[src/rtl/evc_pkg.sv]
package evc_pkg;

    typedef enum logic [2:0] {
        A_OFF    = 3'd0,
        A_RELOAD = 3'd1,
        A_EVCNT  = 3'd2,
        A_START  = 3'd3,
        A_INC    = 3'd4,
        A_LVLCNT = 3'd5,
        A_STAMP  = 3'd6,
        A_FAULT  = 3'd7
    } sel_a_e;

    typedef enum logic [2:0] {
        B_OFF    = 3'd0,
        B_RELOAD = 3'd1,
        B_DIR    = 3'd2,
        B_HALT   = 3'd3,
        B_DEC    = 3'd4,
        B_NONE   = 3'd5,
        B_PWP    = 3'd6,
        B_FAULT  = 3'd7
    } sel_b_e;

    typedef struct packed {
        logic lvl;
        logic prev;
    } line_t;

    typedef struct packed {
        logic fault;
        logic halt;
        logic reload;
        logic start;
        logic inc;
        logic dec;
        logic tick;
        logic dir_ovr;
        logic dir_val;
        logic cap0_take;
        logic cap1_take;
    } req_t;

    function automatic logic rose(input line_t s);
        return s.lvl & ~s.prev;
    endfunction

    function automatic logic fell(input line_t s);
        return ~s.lvl & s.prev;
    endfunction

endpackage

[src/rtl/evc_line_cond.sv]
module evc_line_cond
    import evc_pkg::*;
(
    input  logic  clk,
    input  logic  rst,
    input  logic  en,
    input  logic  inv,
    input  logic  ev,
    output line_t sig
);
    logic lvl;
    logic prev_q;

    assign lvl = en & (ev ^ inv);

    always_ff @(posedge clk) begin
        if (rst) prev_q <= 1'b0;
        else     prev_q <= lvl;
    end

    assign sig.lvl  = lvl;
    assign sig.prev = prev_q;
endmodule

[src/rtl/evc_decode.sv]
module evc_decode
    import evc_pkg::*;
(
    input  logic       en_a,
    input  logic [2:0] sel_a,
    input  line_t      sa,
    input  logic       en_b,
    input  logic [2:0] sel_b,
    input  line_t      sb,
    output req_t       req
);
    sel_a_e ma;
    sel_b_e mb;
    logic   ra, rb, fb, gated;

    always_comb begin
        ma    = sel_a_e'(sel_a);
        mb    = sel_b_e'(sel_b);
        ra    = rose(sa);
        rb    = rose(sb);
        fb    = fell(sb);
        gated = en_a & (ma == A_EVCNT || ma == A_LVLCNT);

        req.fault     = (ma == A_FAULT & ra) | (mb == B_FAULT & rb);
        req.halt      = (mb == B_HALT & rb);
        req.reload    = (ma == A_RELOAD & ra) | (mb == B_RELOAD & rb) | (mb == B_PWP & rb);
        req.start     = (ma == A_START & ra);
        req.inc       = (ma == A_INC & ra);
        req.dec       = (mb == B_DEC & rb);
        req.tick      = ~gated | (ma == A_EVCNT & ra) | (ma == A_LVLCNT & sa.lvl);
        req.dir_ovr   = en_b & (mb == B_DIR);
        req.dir_val   = sb.lvl;
        req.cap0_take = (ma == A_STAMP & ra) | (mb == B_PWP & fb);
        req.cap1_take = (mb == B_PWP & rb);
    end
endmodule

[src/rtl/evc_counter_core.sv]
module evc_counter_core
    import evc_pkg::*;
#(
    parameter int W = 8
) (
    input  logic         clk,
    input  logic         rst,
    input  logic [W-1:0] top,
    input  req_t         req,
    output logic [W-1:0] count,
    output logic         down,
    output logic         running,
    output logic         fault,
    output logic         wrap
);
    logic [W-1:0] cnt_q, cnt_n;
    logic         dir_q, dir_eff, run_q, run_n, flt_q, flt_n, wrap_q, wrap_n;

    function automatic logic [W:0] step(input logic [W-1:0] c, input logic dn,
                                        input logic [W-1:0] lim);
        if (dn) return (c == '0) ? {1'b1, lim} : {1'b0, c - 1'b1};
        else    return (c >= lim) ? {1'b1, {W{1'b0}}} : {1'b0, c + 1'b1};
    endfunction

    always_comb begin
        dir_eff = req.dir_ovr ? req.dir_val : dir_q;
        cnt_n   = cnt_q;
        run_n   = run_q;
        flt_n   = flt_q;
        wrap_n  = 1'b0;
        if (flt_q || req.fault) begin
            flt_n = 1'b1;
            run_n = 1'b0;
        end else if (req.halt) begin
            run_n = 1'b0;
        end else if (req.reload) begin
            cnt_n = dir_eff ? top : '0;
            run_n = 1'b1;
        end else begin
            if (req.start) run_n = 1'b1;
            if (req.inc || req.dec) begin
                if (req.inc ^ req.dec) {wrap_n, cnt_n} = step(cnt_q, req.dec, top);
            end else if (run_q && req.tick) begin
                {wrap_n, cnt_n} = step(cnt_q, dir_eff, top);
            end
        end
    end

    always_ff @(posedge clk) begin
        if (rst) begin
            cnt_q  <= '0;
            dir_q  <= 1'b0;
            run_q  <= 1'b0;
            flt_q  <= 1'b0;
            wrap_q <= 1'b0;
        end else begin
            cnt_q  <= cnt_n;
            dir_q  <= dir_eff;
            run_q  <= run_n;
            flt_q  <= flt_n;
            wrap_q <= wrap_n;
        end
    end

    assign count   = cnt_q;
    assign down    = dir_q;
    assign running = run_q;
    assign fault   = flt_q;
    assign wrap    = wrap_q;
endmodule

[src/rtl/evc_capture.sv]
module evc_capture
    import evc_pkg::*;
#(
    parameter int W = 8
) (
    input  logic         clk,
    input  logic         rst,
    input  logic [W-1:0] count,
    input  req_t         req,
    output logic [W-1:0] cap0,
    output logic [W-1:0] cap1
);
    always_ff @(posedge clk) begin
        if (rst) begin
            cap0 <= '0;
            cap1 <= '0;
        end else begin
            if (req.cap0_take) cap0 <= count;
            if (req.cap1_take) cap1 <= count;
        end
    end
endmodule

[src/rtl/evt_counter_ctl.sv]
module evt_counter_ctl
    import evc_pkg::*;
#(
    parameter int W = 8
) (
    input  logic         clk,
    input  logic         rst,
    input  logic         en_a,
    input  logic         inv_a,
    input  logic [2:0]   sel_a,
    input  logic         ev_a,
    input  logic         en_b,
    input  logic         inv_b,
    input  logic [2:0]   sel_b,
    input  logic         ev_b,
    input  logic [W-1:0] top,
    output logic [W-1:0] count_o,
    output logic         down_o,
    output logic         running_o,
    output logic [W-1:0] cap0_o,
    output logic [W-1:0] cap1_o,
    output logic         fault_o,
    output logic         wrap_o
);
    localparam int NLINES = 2;

    logic [NLINES-1:0] en_v, inv_v, ev_v;
    line_t             sig [NLINES];
    req_t              req;

    assign en_v  = {en_b, en_a};
    assign inv_v = {inv_b, inv_a};
    assign ev_v  = {ev_b, ev_a};

    for (genvar i = 0; i < NLINES; i++) begin : g_line
        evc_line_cond u_cond (
            .clk (clk),
            .rst (rst),
            .en  (en_v[i]),
            .inv (inv_v[i]),
            .ev  (ev_v[i]),
            .sig (sig[i])
        );
    end

    evc_decode u_dec (
        .en_a  (en_a),
        .sel_a (sel_a),
        .sa    (sig[0]),
        .en_b  (en_b),
        .sel_b (sel_b),
        .sb    (sig[1]),
        .req   (req)
    );

    evc_counter_core #(.W(W)) u_core (
        .clk     (clk),
        .rst     (rst),
        .top     (top),
        .req     (req),
        .count   (count_o),
        .down    (down_o),
        .running (running_o),
        .fault   (fault_o),
        .wrap    (wrap_o)
    );

    evc_capture #(.W(W)) u_cap (
        .clk   (clk),
        .rst   (rst),
        .count (count_o),
        .req   (req),
        .cap0  (cap0_o),
        .cap1  (cap1_o)
    );
endmodule

[config.mk]
export PLATFORM = sky130hd
export DESIGN_NAME = evt_counter_ctl
export DESIGN_NICKNAME = d
export VERILOG_FILES = /design/src/rtl/evc_pkg.sv /design/src/rtl/evc_line_cond.sv /design/src/rtl/evc_decode.sv /design/src/rtl/evc_counter_core.sv /design/src/rtl/evc_capture.sv /design/src/rtl/evt_counter_ctl.sv
export SDC_FILE = /design/constraint.sdc
export NUM_CORES = 1
export LEC_CHECK = 0
export BUFFER_PORTS_ARGS = -buffer_cell sky130_fd_sc_hd__buf_2
export CAP_MARGIN = 25
export CORE_MARGIN = 1.5
export CORE_UTILIZATION = 60
export CTS_BUF_LIST = sky130_fd_sc_hd__clkbuf_8
export DETAILED_ROUTE_END_ITERATION = 12
export GPL_ROUTABILITY_DRIVEN = 1
export MAX_ROUTING_LAYER = met4
export PLACE_DENSITY = 0.88
export REMOVE_ABC_BUFFERS = 1
export SLEW_MARGIN = 20
export SYNTH_ARGS = -nofsm -noshare
export SYNTH_HDL_FRONTEND = slang
export SYNTH_HIERARCHICAL = 1
export SYNTH_SLANG_ARGS = --single-unit
[constraint.sdc]
create_clock -name clk -period 3.7 [get_ports clk]
set_input_delay 0.185 -clock clk [delete_from_list [all_inputs] [get_ports clk]]
set_output_delay 0.185 -clock clk [all_outputs]
set_load 0.01 [all_outputs]
* After elaboration in Yosys (flattened, before gate mapping)
Index checks and enable logic that the tools add are counted.
** Storage, ports and cells
- Output and inout bits :: 28
- Flip-flop bits (word level) :: 30
** Operators by class
- Bitwise gates (word level) :: 35
- Order comparisons :: 1
- Multiplexer cells :: 15
- Add/subtract/negate cells :: 2
- Equality and inequality tests :: 14
- Reduce and logical (&&, ||, !) cells :: 10
** Operator list (count)
- 8-bit 2-to-1 mux :: 5
- 9-bit 2-to-1 mux :: 4
- 3-bit == test, second input constant :: 7
- 1-bit bitwise AND :: 20
- 3-bit by 2-bit == test with 1-bit output, second input constant :: 4
- 8-bit by 1-bit adder with 8-bit output, second input constant :: 1
- 8-bit greater-or-equal comparator :: 1
- 8-bit logical NOT :: 1
- 8-bit by 1-bit subtractor with 8-bit output, second input constant :: 1
- 3-bit by 1-bit == test with 1-bit output, second input constant :: 2
- 1-bit 2-to-1 mux :: 6
- 1-bit NOT :: 6
- 1-bit OR :: 6
- 4-bit AND reduction :: 1
- 4-bit OR reduction :: 1
- 1-bit logical OR :: 3
- 3-bit != test, second input constant :: 1
- 3-bit nonzero test :: 1
- 3-bit OR reduction :: 1
- 1-bit bitwise XOR :: 3
- 2-bit nonzero test :: 1
- 1-bit logical AND :: 1

* Longest topological paths before layout
Gate-level depths: netlist (run 1).
- Depth in word-level cells :: 10
- Depth in mapped cells :: 14
- Mapped depth without buffers :: 13

* By module
Netlist (run 1), hierarchy kept.
** Modules (own cells, without submodules)
- evc_counter_core :: seq. area each 240.2 um^2, cells an instance 157, area an instance 1237.4 um^2, instances 1
- evc_capture :: seq. area each 320.3 um^2, cells an instance 52, area an instance 579.3 um^2, instances 1
- evc_decode :: seq. area each 0.0 um^2, cells an instance 28, area an instance 173.9 um^2, instances 1
- evc_line_cond :: seq. area each 20.0 um^2, cells an instance 6, area an instance 60.1 um^2, instances 2

* Least setup slack after synthesis (run 1)
OpenSTA, ideal clock, no wires.
- Path type :: input-to-reg
- Start :: input ev_a
- End :: register u_core.cnt_q[3], in the netlist u_core/count[3]
- Path buffers :: 1
- Arrival time :: 2.309 ns
- Cell stages on the path :: 14
- Path slack :: 1.258 ns
- Cell sequence :: xor2_1 and2_2 buf_4 nor2b_1 nand2_1 nor3_1 inv_1 ha_1 nor2_1 a211o_1 nand2b_4 nor2_1 a2111oi_0 nor4_1
** RTL lines
- start: declaration :: line evt_counter_ctl.sv:11 : input logic ev_a,
- end signal: assignment :: line evc_counter_core.sv:57 : cnt_q <= cnt_n;
- end: declaration :: line evc_counter_core.sv:16 : logic [W-1:0] cnt_q, cnt_n;

==> results of run 1 <==
## worst reg2reg max path, stage by stage (launching register included)
cell and delay [ns]:
dfxtp_1 0.33, nand2b_1 0.16, nor3_1 0.31, inv_1 0.09, ha_1 0.29, nor2_1 0.23, a211o_1 0.27, nand2b_4 0.22
nor2_1 0.07, a2111oi_0 0.42, nor4_1 0.08
## routing by layer
metal  track usage, %  wire length, um
met4             9.17               91
met5                -                0
met3             5.98              353
met2             43.2             2260
met1             37.3             2280
## state kept, by name, summed over array words and instances (netlist names)
signal,count
u_core/wrap,1
g_line.u_cond/prev_q,2
u_core/running,1
u_cap/cap1,8
u_cap/cap0,8
u_core/count,8
u_core/down,1
u_core/fault,1
## cells by family (layout without fill, tap and decap cells)
group                    Yosys count  in the layout  synth area share, %
AND/OR/NAND/NOR                   95             95                 25.7
AO/OA/AOI/OAI                     56             56                 18.6
flip-flops                        30             30                 28.5
buffers and inverters             28             69                 7.11
multiplexers                      21             21                 10.1
adder cells (fa/ha/maj)           12             12                 7.11
XOR/XNOR                           7              7                 2.90
## Yosys cell counts (all sizes together) (4+ instances only)
library cell / count
a221oi: 4
xor2: 5
nand2b: 6
buf: 11
mux2i: 19
nor2b: 7
nor4: 4
clkbuf: 6
inv: 11
dfxtp: 30
nor3: 7
o21ai: 13
ha: 12
nand3: 5
and3b: 5
nor2: 32
nand2: 11
a21oi: 12
## area by class of cell
| type | instances | area [um2] |
|---|---|---|
| inverters | 11 | 41.3 |
| flip-flops and latches | 30 | 601 |
| repair buffers | 50 | 250 |
| well taps | 46 | 57.6 |
| clock inverters | 2 | 60.1 |
| multi-input cells | 191 | 1360 |
| fillers | 295 | 911 |
| clock buffers | 6 | 82.6 |
## per-stage QoR
stage                     total power [mW]  hold slack (ns)  util (%)  instance area [um2]  std cells
after global placement               0.523            0.444      68.5                 2300        327
after global routing                 0.980            0.162      72.9                 2450        336
final                                0.945            0.147      72.9                 2450        336
after floorplan                      0.473            0.254         -                 2000        232
after detailed placement             0.528            0.447      68.5                 2300        327
after CTS                            0.944            0.147      72.8                 2450        335
## path summary, 6_finish.rpt
path | startpoint | end | slack [ns] | cells after the start
setup / recovery | g_line[1].u_cond/prev_q$_SDFF_PP0_ | u_core/count[3]$_SDFFE_PP0P_ | 1.09 | 10
hold / removal | en_b | g_line[1].u_cond/prev_q$_SDFF_PP0_ | 0.15 | 2
setup reg to reg | g_line[1].u_cond/prev_q$_SDFF_PP0_ | u_core/count[3]$_SDFFE_PP0P_ | 1.09 | 10
hold reg to reg | u_cap/cap1[3]$_SDFFE_PP0P_ | u_cap/cap1[3]$_SDFFE_PP0P_ | 0.49 | 2
## power groups by stage
stage,Clock [mW],Sequential (mW),Combinational [mW]
final,0.418,0.346,0.182
after global routing,0.433,0.347,0.200
after CTS,0.422,0.345,0.177
after detailed placement,0,0.352,0.175
after global placement,0,0.352,0.171
after floorplan,0,0.351,0.122
## cell usage in the layout (no fill, tap or decap), types with 5 or more instances in the layout
cell type and n:
clkbuf_8 6, nor3_1 6, a21oi_1 11, mux2i_1 19, buf_2 50, nand2_1 11
o21ai_0 10, dfxtp_1 30, inv_1 11, nand2b_1 5, ha_1 12, xor2_1 5
nor2_1 32, nor2b_1 7
==> run_results.csv, run 1 <==
group,metric,value,unit
critical_path,critPathSlowestCell,"a2111oi_0",
synthesis,ys_seq_elements,30,
detailed_routing,vias,2004,
critical_path,cp.buffers_inverters,1,
grt,track_usage,28.1,%
sta,setup_viol,0,
pwr,peakVddDrop,0.340,mV
finish,final_layout_size_suffix_gt1_share,25.2,%
synthesis,synth_top_area_share,28.5,%
detailed_routing,ant_nets,0,
clock_tree,cts_buffers,5,
clock_tree,h-tree-depth,2,
clock_tree,clk-insertion-delay-late,0.29,ns
place,place_ws,0.898,ns
clock_tree,cts_resized,0,
sta,post-route-min-period,2.61,ns
synthesis,netlist_area,2110,um2
synthesis,synth_edf_count,0,
critical_path,endpoint_kind,"flip-flop",
clock_tree,clock-sinks,30,
clock_tree,post-cts-setup-buffers,0,
pwr,p_leak,1.10,nW
place,place.port_buffers,49,
detailed_routing,dr.pass1.iters,4,
sta,finClkSkew,0.0110,ns
detailed_routing,route.detailed.drc,0,
grt,grt_pass1_vias,1804,
synthesis,synth_area_per_cell,8.48,um2
sta,hold_viol,0,
pwr,swShare,26.5,%
die,initial_core_util,62.8,%
detailed_routing,drt_iter0_drc,166,
pwr,p_int,0.694,mW
detailed_routing,via_per_inst,5.96,
sta,setup_ws,1.09,ns
synthesis,synth_largest_area_cell,"dfxtp_1",
pwr,sequentialPowerShare,36.6,%
die,die_h,62.3,um
finish,area_growth,16.2,%
synthesis,synth.area.top_cells,"dfxtp_1 (28%), mux2i_1 (9.0%), ha_1 (7.1%)",
die,core_area,3360,um2
flow_run,drv_cap,0,
sta,worstMarginPinSlew,0.956,ns
pwr,p_per_area,385,nW/um2
run_status,outcome,"finished clean",
critical_path,start_kind,"flip-flop",
place,gp_congestion,0.894,
critical_path,path_max_fanout,7,
synthesis,ys_seq_area_share,28.5,%
pwr,clkPwrFrac,44.2,%
clock_tree,clk_pin_slew,0.07,ns
critical_path,cp_top_family,"simple AND/OR/NAND/NOR gates",
grt,grt_max_degree,32,
pwr,combinationalPowerShare,19.2,%
detailed_routing,wire_per_inst,14.8,um
sta,slew_violations,0,
grt,antenna_found_initial,0,
critical_path,critPathArrivalTime,2.77,ns
finish,diodes,0,
clock_tree,holdBufCountCts,0,
synthesis,ys.warnings.count,6,
die,die_w,62.3,um
critical_path,crit_top_cell,"nor2_1",
die,rows,21,
synthesis,synthCells,249,
min_path,hold_class,"primary input to flip-flop",
sta,max_freq,0.383,GHz
die,dieArea,3880,um2
die,io_pins,50,
grt,grt-ovfl-total,0,
clock_tree,clk_path_buf_depth,2,
pwr,netSwitchingPower,0.251,mW
synthesis,synth.distinct_cells,60,
sta,setup_tns,0,ns
clock_tree,cts_tree,"built",
detailed_routing,totalWireLength,4990,um
synthesis,synth_async_sr_flop_share,0,%
critical_path,cp_cell_sequence,"nand2b_1 -> nor3_1 -> inv_1 -> ha_1 -> nor2_1 -> a211o_1 -> nand2b_4 -> nor2_1 -> a2111oi_0 -> nor4_1",
clock_tree,cts_root_buf,"clkbuf_8",
grt,grt_pass1_wl,8510,um
critical_path,worstPathRequired,3.86,ns
place,hpwl,3450,um
finish,nNetsFinal,323,
sta,maxSlewHeadroom,36.0,%
sta,fin_crit_sh,70.5,%
synthesis,ys.flop_type,"dfxtp_1",
critical_path,slowest_delay,0.42,ns
critical_path,path_class,"flip-flop to flip-flop",
sta,rsz0062_at_grt,"no",
Note: power is estimated with default switching activity, not from simulation.
==> inputs of run 2 (changes only) <==
--- a/config.mk
+++ b/config.mk
@@ -8,12 +8,12 @@
 export BUFFER_PORTS_ARGS = -buffer_cell sky130_fd_sc_hd__buf_2
 export CAP_MARGIN = 25
 export CORE_MARGIN = 1.5
-export CORE_UTILIZATION = 60
+export CORE_UTILIZATION = 56
 export CTS_BUF_LIST = sky130_fd_sc_hd__clkbuf_8
 export DETAILED_ROUTE_END_ITERATION = 12
 export GPL_ROUTABILITY_DRIVEN = 1
 export MAX_ROUTING_LAYER = met4
-export PLACE_DENSITY = 0.88
+export PLACE_DENSITY = 0.83
 export REMOVE_ABC_BUFFERS = 1
 export SLEW_MARGIN = 20
 export SYNTH_ARGS = -nofsm -noshare
==> constraint.sdc (replaced) <==
create_clock -name clk -period 2.5 [get_ports clk]
set_input_delay 0.125 -clock clk [delete_from_list [all_inputs] [get_ports clk]]
set_output_delay 0.125 -clock clk [all_outputs]
set_load 0.01 [all_outputs]
==> run 2 against run 1 <==
Clock power shrank 12%; setup slack worse by 0.85 ns; via count is 0.80% higher; sequential power rose by 45%; highest routed layer unchanged; largest power group is now sequential cells; critical path depth unchanged; register-to-register slack got worse by 0.85 ns; maximum frequency is 16% higher; core utilization down 3.6 points.
==> run_results.csv, run 2 (synthesized netlist as in run 1, its figures left out) <==
group,metric,value,unit
pwr,p_leak,1.15,nW
grt,grt-ovfl-total,0,
detailed_routing,via_per_inst,5.72,
clock_tree,clk_path_buf_depth,2,
place,gp_congestion,0.897,
sta,worstMarginPinSlew,0.606,ns
detailed_routing,drt_iter0_drc,133,
pwr,p_per_area,462,nW/um2
pwr,netSwitchingPower,0.359,mW
detailed_routing,wire_per_inst,14.3,um
place,place_ws,-0.0205,ns
finish,n_fill_cell,323,
pwr,p_int,0.805,mW
detailed_routing,vias,2020,
sta,setup_tns,0,ns
die,initial_core_util,58.1,%
sta,finClkSkew,0.00565,ns
clock_tree,h-tree-depth,2,
critical_path,path_max_fanout,6,
pwr,swShare,30.8,%
critical_path,critPathArrivalTime,2.44,ns
critical_path,slowest_delay,0.33,ns
grt,grt_max_degree,32,
detailed_routing,ant_nets,0,
detailed_routing,route.detailed.drc,0,
sta,max_freq,0.443,GHz
finish,final_common_cell,"buf_2",
flow_run,drv_cap,0,
grt,grt_pass1_vias,1849,
clock_tree,clock-sinks,30,
finish,ff_latch_area,601,um2
pwr,sequentialPowerShare,42.9,%
sta,maxSlewHeadroom,59.6,%
clock_tree,post-cts-setup-buffers,0,
grt,grt_pass1_wl,8420,um
grt,antenna_found_initial,0,
sta,setup_viol,0,
grt,grt_util_met2,40.2,%
grt,use_met3,4.75,%
finish,final_layout_size_suffix_gt1_share,29.2,%
pwr,peakVddDrop,0.384,mV
clock_tree,clk-insertion-delay-late,0.28,ns
die,die_w,64.4,um
sta,post-route-min-period,2.26,ns
pwr,total_power,1.16,mW
sta,hold_viol,0,
detailed_routing,totalWireLength,5050,um
grt,grt_util_met1,35.3,%
critical_path,endpoint_kind,"flip-flop",
clock_tree,cts_root_buf,"clkbuf_8",
pwr,combinationalPowerShare,25.6,%
die,rows,22,
place,place.port_buffers,49,
place,dpl_cell_area,2430,um2
finish,diodes,0,
critical_path,critPathSlowestCell,"dfxtp_1",
clock_tree,cts_tree,"built",
critical_path,path_class,"flip-flop to flip-flop",
min_path,hold_class,"primary input to flip-flop",
run_status,outcome,"finished clean",
sta,fin_crit_sh,90.2,%
sta,rsz0062_at_grt,"no",
grt,track_usage,26.5,%
die,core_area,3630,um2
pwr,clkPwrFrac,31.4,%
die,dieArea,4150,um2
finish,multi_input_area,1360,um2
finish,layout_common_cells,"buf_2 (49), nor2_1 (32), dfxtp_1 (30)",
die,die_h,64.4,um
finish,nNetsFinal,339,
critical_path,worstPathRequired,2.69,ns
critical_path,cp_cell_sequence,"nand2b_1 -> nor3_1 -> inv_1 -> ha_1 -> buf_4 -> a211oi_1 -> o211ai_1 -> nor3_1 -> a211oi_1 -> o32ai_1",
detailed_routing,dr.pass1.iters,4,
clock_tree,cts_buffers,5,
clock_tree,clk_pin_slew,0.06,ns
critical_path,start_kind,"flip-flop",
place,hpwl,3750,um
grt,top_usage_layer,"met2",
finish,area_growth,19.3,%
sta,slew_violations,0,
finish,final_cell_area,2520,um2
die,io_pins,50,
sta,setup_ws,0.244,ns
[run 2: repair_timing]
| action | 4_1_cts | 5_1_grt |
|---|---|---|
| endpoints found under the setup margin | 0 | 2 |
| hold buffers | 0 | 0 |
| gates resized for setup | 0 | 2 |
[run 2: worst paths after layout]
kind / startpoint / to / slack (ns) / cells after the start
setup / recovery: g_line[1].u_cond/prev_q$_SDFF_PP0_ / u_core/count[7]$_SDFFE_PP0P_ / 0.24 / 10
hold / removal: en_b / g_line[1].u_cond/prev_q$_SDFF_PP0_ / 0.10 / 2
setup reg to reg: g_line[1].u_cond/prev_q$_SDFF_PP0_ / u_core/count[7]$_SDFFE_PP0P_ / 0.24 / 10
hold reg to reg: u_cap/cap1[4]$_SDFFE_PP0P_ / u_cap/cap1[4]$_SDFFE_PP0P_ / 0.49 / 2
[run 2: per-stage QoR]
step           instances  util, %  hold WS (ns)
2_1_floorplan        232        -         0.194
3_3_place_gp         346     67.0         0.383
3_5_place_dp         346     67.0         0.393
4_1_cts              353     69.2         0.101
5_1_grt              353     69.3         0.112
6_report             353     69.3         0.102
[run 2: area by class of cell]
class                   instances  area share [%]
clock buffers                   5            2.73
clock inverters                 2           0.398
inverters                      11            1.64
multi-input cells             191            54.2
flip-flops and latches         30            23.9
well taps                      48            2.39
repair buffers                 66            14.8
[run 2: per-layer routing]
| metal | vias to the layer above | wire, um |
|---|---|---|
| met3 | 8 | 315 |
| met1 | 932 | 2380 |
| met5 | - | 0 |
| li1 | 1007 | - |
| met4 | 0 | 63 |
| met2 | 73 | 2280 |
[run 2: power by group through the flow]
stage	logic [mW]	registers [mW]	clock network [mW]
detailed placement	0.292	0.510	0
global placement	0.286	0.510	0
floorplan	0.180	0.520	0
finish	0.298	0.500	0.366
CTS	0.293	0.499	0.370
global route	0.327	0.501	0.396
[run 2: worst max-delay path: cells and delay by family (launching register included)]
family / cells / cell delay (ns)
AO/OA/AOI/OAI: 4 / 0.69
adder cells (fa/ha/maj): 1 / 0.27
buffers and inverters: 2 / 0.24
flip-flops: 1 / 0.33
AND/OR/NAND/NOR: 3 / 0.62
==> inputs of run 3 (changes only) <==
--- a/config.mk
+++ b/config.mk
@@ -13,10 +13,9 @@
 export DETAILED_ROUTE_END_ITERATION = 12
 export GPL_ROUTABILITY_DRIVEN = 1
 export MAX_ROUTING_LAYER = met4
-export PLACE_DENSITY = 0.83
+export PLACE_DENSITY = 0.82
 export REMOVE_ABC_BUFFERS = 1
 export SLEW_MARGIN = 20
 export SYNTH_ARGS = -nofsm -noshare
 export SYNTH_HDL_FRONTEND = slang
-export SYNTH_HIERARCHICAL = 1
 export SYNTH_SLANG_ARGS = --single-unit
==> run 3 against run 2 <==
Sequential share of layout area is 1.7 points lower; setup slack got worse by 0.14 ns; core utilization is 3.2 points higher; global-route usage increased by 3.0 points; area after synthesis grew 5.6%; sequential power hardly changed; critical path type unchanged; critical endpoint is now u_core.count[3]$_SDFFE_PP0P_.
==> run_results.csv, run 3 <==
group,metric,value,unit
critical_path,endpoint_kind,"flip-flop",
synthesis,synth_async_sr_flop_share,0,%
detailed_routing,via_per_inst,6.10,
sta,finClkSkew,0.00935,ns
sta,setup_ws,0.105,ns
clock_tree,cts_root_buf,"clkbuf_8",
critical_path,reg2reg_slack,0.11,ns
critical_path,rr_startpoint,"u_core.count[0]$_SDFFE_PP0P_",
critical_path,path_max_fanout,3,
grt,grt_pass1_wl,9670,um
detailed_routing,wire_per_inst,16.1,um
critical_path,cp.buffers_inverters,2,
min_path,worstHoldStart,"sel_b[2]",
detailed_routing,ant_nets,0,
grt,track_usage,29.5,%
die,die_h,66.1,um
critical_path,cp_top_family,"compound AO/OA/AOI/OAI gates",
critical_path,cp_cell_sequence,"inv_1 -> ha_1 -> nand2b_1 -> a2111oi_0 -> o31ai_1 -> buf_4 -> or2_2 -> o311ai_1 -> a32o_1",
pwr,p_per_area,471,nW/um2
min_path,hold_class,"primary input to flip-flop",
clock_tree,h-tree-depth,2,
synthesis,synthCells,262,
synthesis,ys.flop_type,"dfxtp_1",
clock_tree,cts_buffers,5,
die,initial_core_util,59.6,%
synthesis,yosysMostFrequentCell,"nor2_1",
synthesis,synth_edf_count,0,
synthesis,ys_seq_area_share,26.9,%
grt,grt_max_degree,27,
sta,setup_viol,0,
place,hpwl,4340,um
place,place.port_buffers,49,
clock_tree,clk_path_buf_depth,2,
synthesis,synthTopCellsByCount,"nor2_1 (31), dfxtp_1 (30), inv_1 (18)",
critical_path,critPathArrivalTime,2.62,ns
critical_path,slowest_delay,0.43,ns
sta,setup_tns,0,ns
place,gp_congestion,0.913,
finish,layout_common_cells,"buf_2 (49), nor2_1 (31), dfxtp_1 (30)",
finish,nNetsFinal,359,
synthesis,synth.distinct_cells,65,
finish,area_growth,21.8,%
sta,post-route-min-period,2.39,ns
die,rows,22,
sta,slew_violations,0,
clock_tree,cts_tree,"built",
die,core_area,3740,um2
grt,antenna_found_initial,0,
critical_path,critPathSlowestCell,"a2111oi_0",
synthesis,ys_seq_elements,30,
detailed_routing,route.detailed.drc,0,
grt,grt_pass1_vias,2063,
die,die_w,66.1,um
die,io_pins,50,
critical_path,start_kind,"flip-flop",
sta,max_freq,0.418,GHz
pwr,peakVddDrop,0.422,mV
clock_tree,clock-sinks,30,
critical_path,startpoint,"u_core.count[0]$_SDFFE_PP0P_",
flow_run,drv_cap,0,
synthesis,synth_top_area_share,26.9,%
finish,fin_util,72.5,%
finish,final_layout_size_suffix_gt1_share,29.8,%
finish,final_cell_area,2720,um2
detailed_routing,drt_iter0_drc,186,
die,dieArea,4370,um2
place,dpl_cell_area,2530,um2
synthesis,synth_area_per_cell,8.51,um2
place,place_ws,0.000834,ns
sta,maxSlewHeadroom,53.7,%
sta,hold_viol,0,
pwr,p_leak,1.32,nW
detailed_routing,totalWireLength,6010,um
critical_path,worstPathRequired,2.73,ns
grt,grt-ovfl-total,0,
detailed_routing,vias,2277,
place,placed_cells,356,
synthesis,synth.area.top_cells,"dfxtp_1 (27%), mux2i_1 (7.6%), ha_1 (7.3%)",
synthesis,ys.warnings.count,0,
critical_path,path_class,"flip-flop to flip-flop",
synthesis,synth_largest_area_cell,"dfxtp_1",
clock_tree,clk-insertion-delay-late,0.29,ns
finish,n_fill_cell,305,
finish,final_common_cell,"buf_2",
finish,diodes,0,
sta,fin_crit_sh,95.8,%
finish,final_cells,373,
detailed_routing,dr.pass1.iters,4,
sta,worstMarginPinSlew,0.694,ns
run_status,outcome,"finished clean",
synthesis,netlist_area,2230,um2
clock_tree,clk_pin_slew,0.07,ns
[run 3: tightest hold or removal path: stages]
cell and delay [ns]:
buf_2 0.12, nand2_1 0.05, a21oi_1 0.05
[run 3: where the power goes]
part           switching [mW]  internal [mW]
sequential             0.0119          0.489
combinational           0.208          0.158
clock                   0.192          0.221
[run 3: repair_timing]
action                     CTS  global route
resized for setup            1             4
hold buffers                 0             0
pin swaps                    0             2
setup endpoints to repair    2             6
gates cloned                 0             0
buffers inserted             0             9
[run 3: worst paths after layout]
kind                            cells after the start                           end
worst max-delay path                                9  u_core.count[3]$_SDFFE_PP0P_
worst min-delay path                                3     u_core.fault$_SDFFE_PP0P_
worst max register to register                      9  u_core.count[3]$_SDFFE_PP0P_
worst min register to register                      2    u_cap.cap1[5]$_SDFFE_PP0P_
[run 3: layer usage]
layer	GRT usage, %	share of wire [%]
met5	-	0
met4	7.91	2.1
met3	4.60	7.6
met2	47.3	46
met1	38.7	44
[run 3: layout make-up]
type	count	area [um2]	area share (%)
multi-input cells	199	1490	55.0
well taps	48	60.1	2.21
inverters	19	71.3	2.63
repair buffers	69	395	14.6
flip-flops and latches	30	601	22.1
clock buffers	6	82.6	3.04
clock inverters	2	12.5	0.461
[run 3: cell families (layout without fill, tap and decap cells)]
logic type	Yosys count	after routing	share of synthesized area, %
xor+xnor	8	8	3.14
compound gates	63	63	21.9
simple gates	96	96	24.0
buf+inv	33	96	7.01
flops	30	30	26.9
fa+ha+maj	13	13	7.30
mux	19	19	9.65
[run 3: stage by stage]
step                power (mW)  hold WS (ns)
floorplan                0.731         0.194
global placement         0.834         0.405
detailed placement       0.843         0.409
CTS                       1.25         0.119
global route              1.34         0.147
finish                    1.28         0.124
